### src/rtl/wbl_pkg.sv
package wbl_pkg;

    typedef enum logic [2:0] {
        ST_IDLE,
        ST_UNLK1,
        ST_UNLK2,
        ST_COUNT,
        ST_LOAD,
        ST_CONFIRM,
        ST_PROG
    } wbl_state_e;

endpackage

### src/rtl/wbl_ctrl.sv
module wbl_ctrl
    import wbl_pkg::*;
#(
    parameter int          ADDR_W      = 6,
    parameter int          DATA_W      = 16,
    parameter int          SECT_W      = 2,
    parameter int          DEPTH       = 16,
    parameter logic [5:0]  UNLK1_ADDR  = 6'h15,
    parameter logic [5:0]  UNLK2_ADDR  = 6'h2A,
    parameter logic [7:0]  UNLK1_CODE  = 8'hAA,
    parameter logic [7:0]  UNLK2_CODE  = 8'h55,
    parameter logic [7:0]  CMD_LOAD    = 8'h25,
    parameter logic [7:0]  CMD_CONFIRM = 8'h29,
    localparam int         IDX_W       = $clog2(DEPTH)
) (
    input  logic              clk,
    input  logic              rst_n,
    input  logic              wr_en,
    input  logic [ADDR_W-1:0] wr_addr,
    input  logic [DATA_W-1:0] wr_data,
    output logic [SECT_W-1:0] sect_o,
    output logic [IDX_W-1:0]  idx_o,
    output logic              buf_we_o,
    output logic              prog_we_o,
    output logic              busy_o,
    output logic              abort_o
);

    wbl_state_e        state_q, state_d;
    logic [SECT_W-1:0] sect_q, sect_d;
    logic [IDX_W-1:0]  last_q, last_d;
    logic [IDX_W-1:0]  idx_q, idx_d;
    logic              abort_q, abort_d;

    logic [SECT_W-1:0] wr_sect;
    logic [7:0]        wr_code;
    logic              in_sect;
    logic              count_ok;

    assign wr_sect  = wr_addr[ADDR_W-1 -: SECT_W];
    assign wr_code  = wr_data[7:0];
    assign in_sect  = (wr_sect == sect_q);
    assign count_ok = (wr_data <= DATA_W'(DEPTH - 1));

    // State register
    always_ff @(posedge clk or negedge rst_n) begin
        if (!rst_n) begin
            state_q <= ST_IDLE;
            sect_q  <= '0;
            last_q  <= '0;
            idx_q   <= '0;
            abort_q <= 1'b0;
        end else begin
            state_q <= state_d;
            sect_q  <= sect_d;
            last_q  <= last_d;
            idx_q   <= idx_d;
            abort_q <= abort_d;
        end
    end

    // Next-state logic
    always_comb begin
        state_d = state_q;
        sect_d  = sect_q;
        last_d  = last_q;
        idx_d   = idx_q;
        abort_d = 1'b0;
        unique case (state_q)
            ST_IDLE: begin
                if (wr_en && wr_addr == UNLK1_ADDR && wr_code == UNLK1_CODE)
                    state_d = ST_UNLK1;
            end
            ST_UNLK1: begin
                if (wr_en)
                    state_d = (wr_addr == UNLK2_ADDR && wr_code == UNLK2_CODE)
                              ? ST_UNLK2 : ST_IDLE;
            end
            ST_UNLK2: begin
                if (wr_en) begin
                    if (wr_code == CMD_LOAD) begin
                        state_d = ST_COUNT;
                        sect_d  = wr_sect;
                    end else begin
                        state_d = ST_IDLE;
                    end
                end
            end
            ST_COUNT: begin
                if (wr_en) begin
                    if (in_sect && count_ok) begin
                        state_d = ST_LOAD;
                        last_d  = wr_data[IDX_W-1:0];
                        idx_d   = '0;
                    end else begin
                        state_d = ST_IDLE;
                        abort_d = 1'b1;
                    end
                end
            end
            ST_LOAD: begin
                if (wr_en) begin
                    if (!in_sect) begin
                        state_d = ST_IDLE;
                        abort_d = 1'b1;
                    end else if (idx_q == last_q) begin
                        state_d = ST_CONFIRM;
                        idx_d   = '0;
                    end else begin
                        idx_d = idx_q + 1'b1;
                    end
                end
            end
            ST_CONFIRM: begin
                if (wr_en) begin
                    if (in_sect && wr_code == CMD_CONFIRM) begin
                        state_d = ST_PROG;
                        idx_d   = '0;
                    end else begin
                        state_d = ST_IDLE;
                        abort_d = 1'b1;
                    end
                end
            end
            ST_PROG: begin
                if (idx_q == last_q) begin
                    state_d = ST_IDLE;
                    idx_d   = '0;
                end else begin
                    idx_d = idx_q + 1'b1;
                end
            end
            default: state_d = ST_IDLE;
        endcase
    end

    // Outputs
    always_comb begin
        sect_o    = sect_q;
        idx_o     = idx_q;
        buf_we_o  = (state_q == ST_LOAD) && wr_en && in_sect;
        prog_we_o = (state_q == ST_PROG);
        busy_o    = (state_q == ST_PROG);
        abort_o   = abort_q;
    end

    p_abort_pulse_r9: assert property (@(posedge clk) disable iff (!rst_n)
        abort_q |=> !abort_q);

    p_abort_idle_r9: assert property (@(posedge clk) disable iff (!rst_n)
        abort_q |-> (state_q == ST_IDLE));

    p_count_abort_r4: assert property (@(posedge clk) disable iff (!rst_n)
        (state_q == ST_COUNT && wr_en && wr_data > DATA_W'(DEPTH - 1)) |=> abort_q);

    p_prog_entry_r6: assert property (@(posedge clk) disable iff (!rst_n)
        (state_q == ST_PROG && $past(state_q) != ST_PROG)
            |-> ($past(wr_en) && $past(wr_code) == CMD_CONFIRM));

    p_prog_bound_r7: assert property (@(posedge clk) disable iff (!rst_n)
        (state_q == ST_PROG) |-> (idx_q <= last_q));

    p_prog_ignore_r8: assert property (@(posedge clk) disable iff (!rst_n)
        (state_q == ST_PROG && wr_en) |=> ($stable(sect_q) && $stable(last_q)));

endmodule

### src/rtl/wbl_buffer.sv
module wbl_buffer #(
    parameter int  DEPTH  = 16,
    parameter int  OFF_W  = 4,
    parameter int  DATA_W = 16,
    localparam int IDX_W  = $clog2(DEPTH)
) (
    input  logic              clk,
    input  logic              we,
    input  logic [IDX_W-1:0]  idx,
    input  logic [OFF_W-1:0]  woff,
    input  logic [DATA_W-1:0] wdata,
    output logic [OFF_W-1:0]  roff,
    output logic [DATA_W-1:0] rdata
);

    logic [OFF_W-1:0]  off_q  [DEPTH];
    logic [DATA_W-1:0] data_q [DEPTH];

    for (genvar g = 0; g < DEPTH; g++) begin : g_slot
        always_ff @(posedge clk) begin
            if (we && idx == IDX_W'(g)) begin
                off_q[g]  <= woff;
                data_q[g] <= wdata;
            end
        end
    end

    assign roff  = off_q[idx];
    assign rdata = data_q[idx];

endmodule

### src/rtl/wbl_array.sv
module wbl_array #(
    parameter int  ADDR_W = 6,
    parameter int  DATA_W = 16,
    localparam int WORDS  = 1 << ADDR_W
) (
    input  logic              clk,
    input  logic              rst_n,
    input  logic              we,
    input  logic [ADDR_W-1:0] waddr,
    input  logic [DATA_W-1:0] wdata,
    input  logic [ADDR_W-1:0] raddr,
    output logic [DATA_W-1:0] rdata
);

    logic [DATA_W-1:0] mem_q [WORDS];

    always_ff @(posedge clk or negedge rst_n) begin
        if (!rst_n) begin
            for (int i = 0; i < WORDS; i++) mem_q[i] <= '1;
        end else if (we) begin
            mem_q[waddr] <= mem_q[waddr] & wdata;
        end
    end

    assign rdata = mem_q[raddr];

    p_and_only_r10: assert property (@(posedge clk) disable iff (!rst_n)
        we |=> ((mem_q[$past(waddr)] & ~$past(mem_q[waddr])) == '0));

endmodule

### src/rtl/wbl_loader.sv
module wbl_loader
    import wbl_pkg::*;
#(
    parameter int ADDR_W = 6,
    parameter int DATA_W = 16,
    parameter int SECT_W = 2,
    parameter int DEPTH  = 16
) (
    input  logic              clk,
    input  logic              rst_n,
    input  logic              wr_en,
    input  logic [ADDR_W-1:0] wr_addr,
    input  logic [DATA_W-1:0] wr_data,
    input  logic [ADDR_W-1:0] rd_addr,
    output logic [DATA_W-1:0] rd_data,
    output logic              busy,
    output logic              abort
);

    localparam int OFF_W = ADDR_W - SECT_W;
    localparam int IDX_W = $clog2(DEPTH);

    logic [SECT_W-1:0] sect;
    logic [IDX_W-1:0]  idx;
    logic              buf_we;
    logic              prog_we;
    logic [OFF_W-1:0]  buf_off;
    logic [DATA_W-1:0] buf_data;

    wbl_ctrl #(
        .ADDR_W (ADDR_W),
        .DATA_W (DATA_W),
        .SECT_W (SECT_W),
        .DEPTH  (DEPTH)
    ) u_ctrl (
        .clk       (clk),
        .rst_n     (rst_n),
        .wr_en     (wr_en),
        .wr_addr   (wr_addr),
        .wr_data   (wr_data),
        .sect_o    (sect),
        .idx_o     (idx),
        .buf_we_o  (buf_we),
        .prog_we_o (prog_we),
        .busy_o    (busy),
        .abort_o   (abort)
    );

    wbl_buffer #(
        .DEPTH  (DEPTH),
        .OFF_W  (OFF_W),
        .DATA_W (DATA_W)
    ) u_buf (
        .clk   (clk),
        .we    (buf_we),
        .idx   (idx),
        .woff  (wr_addr[OFF_W-1:0]),
        .wdata (wr_data),
        .roff  (buf_off),
        .rdata (buf_data)
    );

    wbl_array #(
        .ADDR_W (ADDR_W),
        .DATA_W (DATA_W)
    ) u_array (
        .clk   (clk),
        .rst_n (rst_n),
        .we    (prog_we),
        .waddr ({sect, buf_off}),
        .wdata (buf_data),
        .raddr (rd_addr),
        .rdata (rd_data)
    );

    p_busy_abort_excl_r9: assert property (@(posedge clk) disable iff (!rst_n)
        !(busy && abort));

endmodule

### config.mk
export PLATFORM = sky130hd
export DESIGN_NAME = wbl_loader
export DESIGN_NICKNAME = d
export VERILOG_FILES = /design/src/rtl/wbl_pkg.sv /design/src/rtl/wbl_ctrl.sv /design/src/rtl/wbl_buffer.sv /design/src/rtl/wbl_array.sv /design/src/rtl/wbl_loader.sv
export SDC_FILE = /design/constraint.sdc
export NUM_CORES = 2
export LEC_CHECK = 0
export BUFFER_PORTS_ARGS = -buffer_cell sky130_fd_sc_hd__buf_2
export CAP_MARGIN = 20
export CORE_MARGIN = 5
export CORE_UTILIZATION = 50
export DETAILED_ROUTE_END_ITERATION = 7
export PLACE_DENSITY = 0.76
export SLEW_MARGIN = 25
export SYNTH_ARGS = -nofsm -noshare
export SYNTH_HDL_FRONTEND = slang
export SYNTH_SLANG_ARGS = --single-unit
### constraint.sdc
create_clock -name clk -period 8.8 [get_ports clk]
set_input_delay 0.88 -clock clk [delete_from_list [all_inputs] [get_ports clk]]
set_output_delay 0.88 -clock clk [all_outputs]
set_load 0.05 [all_outputs]
==> impl_metrics.csv <==
group,metric,value,unit
logic_synthesis,async_flop_share,0.764,
finish,drive_gt1_frac,0.513,
timing,tightest_slew,1.16,ns
die,rows,135,
clock_network,clkSinkCount,1358,
pwr,fin_total_pwr,13.2,mW
logic_synthesis,syn_nets,5149,
die,die_h,380,µm
die,core_area,0.136,mm²
routing,num_vias,49700,
logic_synthesis,yosysTopAreaCellShare,0.394,
clock_network,path_clk_slew,0.06,ns
die,io_pins,49,
placed_design,hpwl,141000,µm
clock_network,cts_tree,"built",
die,initial_core_util,0.504,
grt,grt_pass1_vias,49600,
placed_design,pre_cts_ws,2.04,ns
logic_synthesis,synth-seq-cells,1358,
timing,period_share,0.817,
worst_setup_path,start_kind,"register",
logic_synthesis,synthFlopType,"dfstp_2",
clock_network,numCtsBuffers,143,
die,die_w,380,µm
timing,fmaxAchievable,139,MHz
job,cap_violations,0,
timing,fin_skew,0.0435,ns
timing,setup-violations-final,0,
worst_setup_path,critPathSlowestCell,"dfrtp_1",
routing,wirelength,233000,µm
routing,drc_errors,4,
finish,layout_common_cells,"dfstp_2, nand2_1, mux2_2",
clock_network,cts_post_setup_buffers_inserted,0,
timing,rsz0062_at_grt,"no",
logic_synthesis,synth_top_area_cell,"dfstp_2",
status,status,"finished, violations left",
logic_synthesis,yosysWarnings,0,
status,violations,"DRC",
finish,fillers,10500,
logic_synthesis,avgSynthCellArea,13.4,µm²
worst_setup_path,timing.rr.start,"u_ctrl.idx_o[3]$_DFFE_PN0P_",
finish,final_nets,5008,
logic_synthesis,ys_types,84,
finish,final_util,0.557,
routing,first_pass_iters,8,
logic_synthesis,syn_inst,5114,
pwr,p_leak,26.7,nW
pwr,power_density,175,mW/mm²
clock_network,post_cts_resized,0,
logic_synthesis,seq_area_frac_synth,0.540,
grt,antenna_found_initial,10,
worst_setup_path,crit_fanout,34,
worst_setup_path,critical_path_class,"register to register",
grt,grt_max_degree,187,
timing,fin_crit,7.19,ns
clock_network,insertion_delay,0.81,ns
finish,area_growth,10.5,%
clock_network,cts.path.max_buffers,3,
worst_setup_path,rr_worst_depth,13,
routing,wl_per_cell,33.9,µm
logic_synthesis,yosys-top-cells-area,"dfstp_2, mux4_2, edfxtp_1",
timing,worst_slack,1.61,ns
worst_setup_path,timing.rr.end,"u_array.mem_q[940]$_DFFE_PN1P_",
worst_setup_path,cp.arrival,7.92,ns
finish,layout_commonest_cell,"dfstp_2",
worst_hold_path,hold_path_startpoint,"wr_en",
clock_network,ctsHoldBuffers,0,
placed_design,gp_congestion,0.937,
logic_synthesis,netlist_area,0.0683,mm²
clock_network,h-tree-depth,4,
timing,relSlewSlack,0.230,
worst_hold_path,whs_endpoint,"u_ctrl.abort_o$_DFF_PN0_",
worst_setup_path,critPathMaxStageDelay,1.04,ns
grt,grt_pass1_wl,342000,µm
worst_setup_path,path_common_cell,"buf_4",
timing,finalHoldViolCount,0,
pwr,vdd_drop_max,0.218,mV
worst_setup_path,reg2reg_slack,1.61,ns
placed_design,portBuffers,48,
grt,track_usage,0.318,
timing,setup-tns-final,0,ns
logic_synthesis,synth-edff-count,320,
worst_setup_path,critPathRequiredTime,9.52,ns
grt,grt-ovfl-total,0,
worst_hold_path,min_path_type,"primary input to register",
placed_design,place_area,0.0704,mm²
worst_hold_path,holdPathStages,2,
timing,slew_viol_final,0,
worst_setup_path,crit_chain,"buf_4, mux2i_1, mux4_2, mux2i_4, nor4_2, buf_4, buf_4, a222oi_1, o21ai_0, a2111oi_0, a41oi_4, buf_4, mux2_2",
clock_network,cts_root_buffer,"clkbuf_16",
routing,first_iter_violations,8335,
routing,ant_nets,0,
worst_setup_path,end_kind,"register",
routing,vias_per_cell,7.23,
finish,final_area,0.0755,mm²
die,die-area,0.144,mm²
report_power, final:
group / total (mW) / internal [mW] / switching (mW)
Clock: 6.42 / 3.75 / 2.67
Combinational: 0.314 / 0.0839 / 0.230
Sequential: 6.48 / 6.48 / 0.00557
routing by layer:
layer,up-vias,global-route usage,share of wire
met5,-,0,0.00015
met3,1103,0.127,0.15
met1,25200,0.401,0.34
li1,19400,-,-
met2,4008,0.460,0.43
met4,6,0.199,0.077
critical path, delay by kind of cell, from the launching register on:
family,cells,cell delay [ns]
simple gates,1,0.10
buf+inv,4,1.56
compound gates,4,2.54
mux,4,1.82
flops,1,1.04
cell families after synthesis:
group	count (synthesis)	synth area share
AOI/OAI and AO/OA	1093	0.105
DFF	1358	0.540
xor gates and xnor gates	6	0.000769
buffers and inverters	508	0.0318
adders and majority gates	4	0.000733
muxes	1145	0.261
and+or+nand+nor	1000	0.0608
how the worst max path moves through the flow:
stage | endpoint | startpoint | slack, ns | cells past startpoint
final | u_array.mem_q[940]$_DFFE_PN1P_ | u_ctrl.idx_o[3]$_DFFE_PN0P_ | 1.61 | 13
after global routing | u_array.mem_q[940]$_DFFE_PN1P_ | u_ctrl.idx_o[3]$_DFFE_PN0P_ | 1.57 | 13
after CTS | u_array.mem_q[940]$_DFFE_PN1P_ | u_ctrl.idx_o[3]$_DFFE_PN0P_ | 1.94 | 13
after detailed placement | u_array.mem_q[940]$_DFFE_PN1P_ | u_ctrl.idx_o[3]$_DFFE_PN0P_ | 2.04 | 13
after global placement | u_array.mem_q[892]$_DFFE_PN1P_ | u_ctrl.idx_o[3]$_DFFE_PN0P_ | 2.39 | 13
after floorplan | rd_data[2] | rd_addr[0] | 4.26 | 6
area by class of cell:
type / instances / area, µm² / share of cell area
multi-input cells: 3248 / 29700 / 0.394
clock inverters: 62 / 793 / 0.0105
flip-flops and latches: 1358 / 36900 / 0.488
diodes: 4 / 10.0 / 0.000133
inverters: 14 / 52.6 / 0.000696
clock buffers: 198 / 4140 / 0.0548
well taps: 1781 / 2230 / 0.0295
repair buffers: 208 / 1670 / 0.0222
sequential cells by signal, summed over array words and instances, names as in the netlist:
name / count
u_array.mem_q: 1024
u_buf.data_q: 256
u_buf.off_q: 64
u_ctrl.abort_o: 1
u_ctrl.idx_o: 4
u_ctrl.last_q: 4
u_ctrl.sect_o: 2
u_ctrl.state_q: 3
cells in the mapped netlist, drive strengths merged (5+ instances only):
library cell and n:
a211oi 18, a21o 9, a21oi 70, a221o 12
a221oi 127, a222oi 38, a22o 25, a22oi 131
a311oi 9, a31oi 22, a32oi 7, and3 18
buf 177, clkbuf 317, dfrtp 14, dfstp 1024
edfxtp 320, inv 12, mux2 612, mux2i 88
mux4 445, nand2 738, nand3 75, nand4 13
nor2 65, nor2b 8, nor3 43, nor4 14
o211ai 7, o21ai 506, o221ai 8, o22ai 33
o2bb2ai 5, o32ai 18
metrics by stage:
step           cells  hold slack, ns
6_report        6873           0.410
5_1_grt         6869           0.415
4_1_cts         6865           0.355
3_5_place_dp    6605           0.465
3_3_place_gp    6605           0.456
2_1_floorplan   5114           0.449
(Power assumes the default switching activity.)
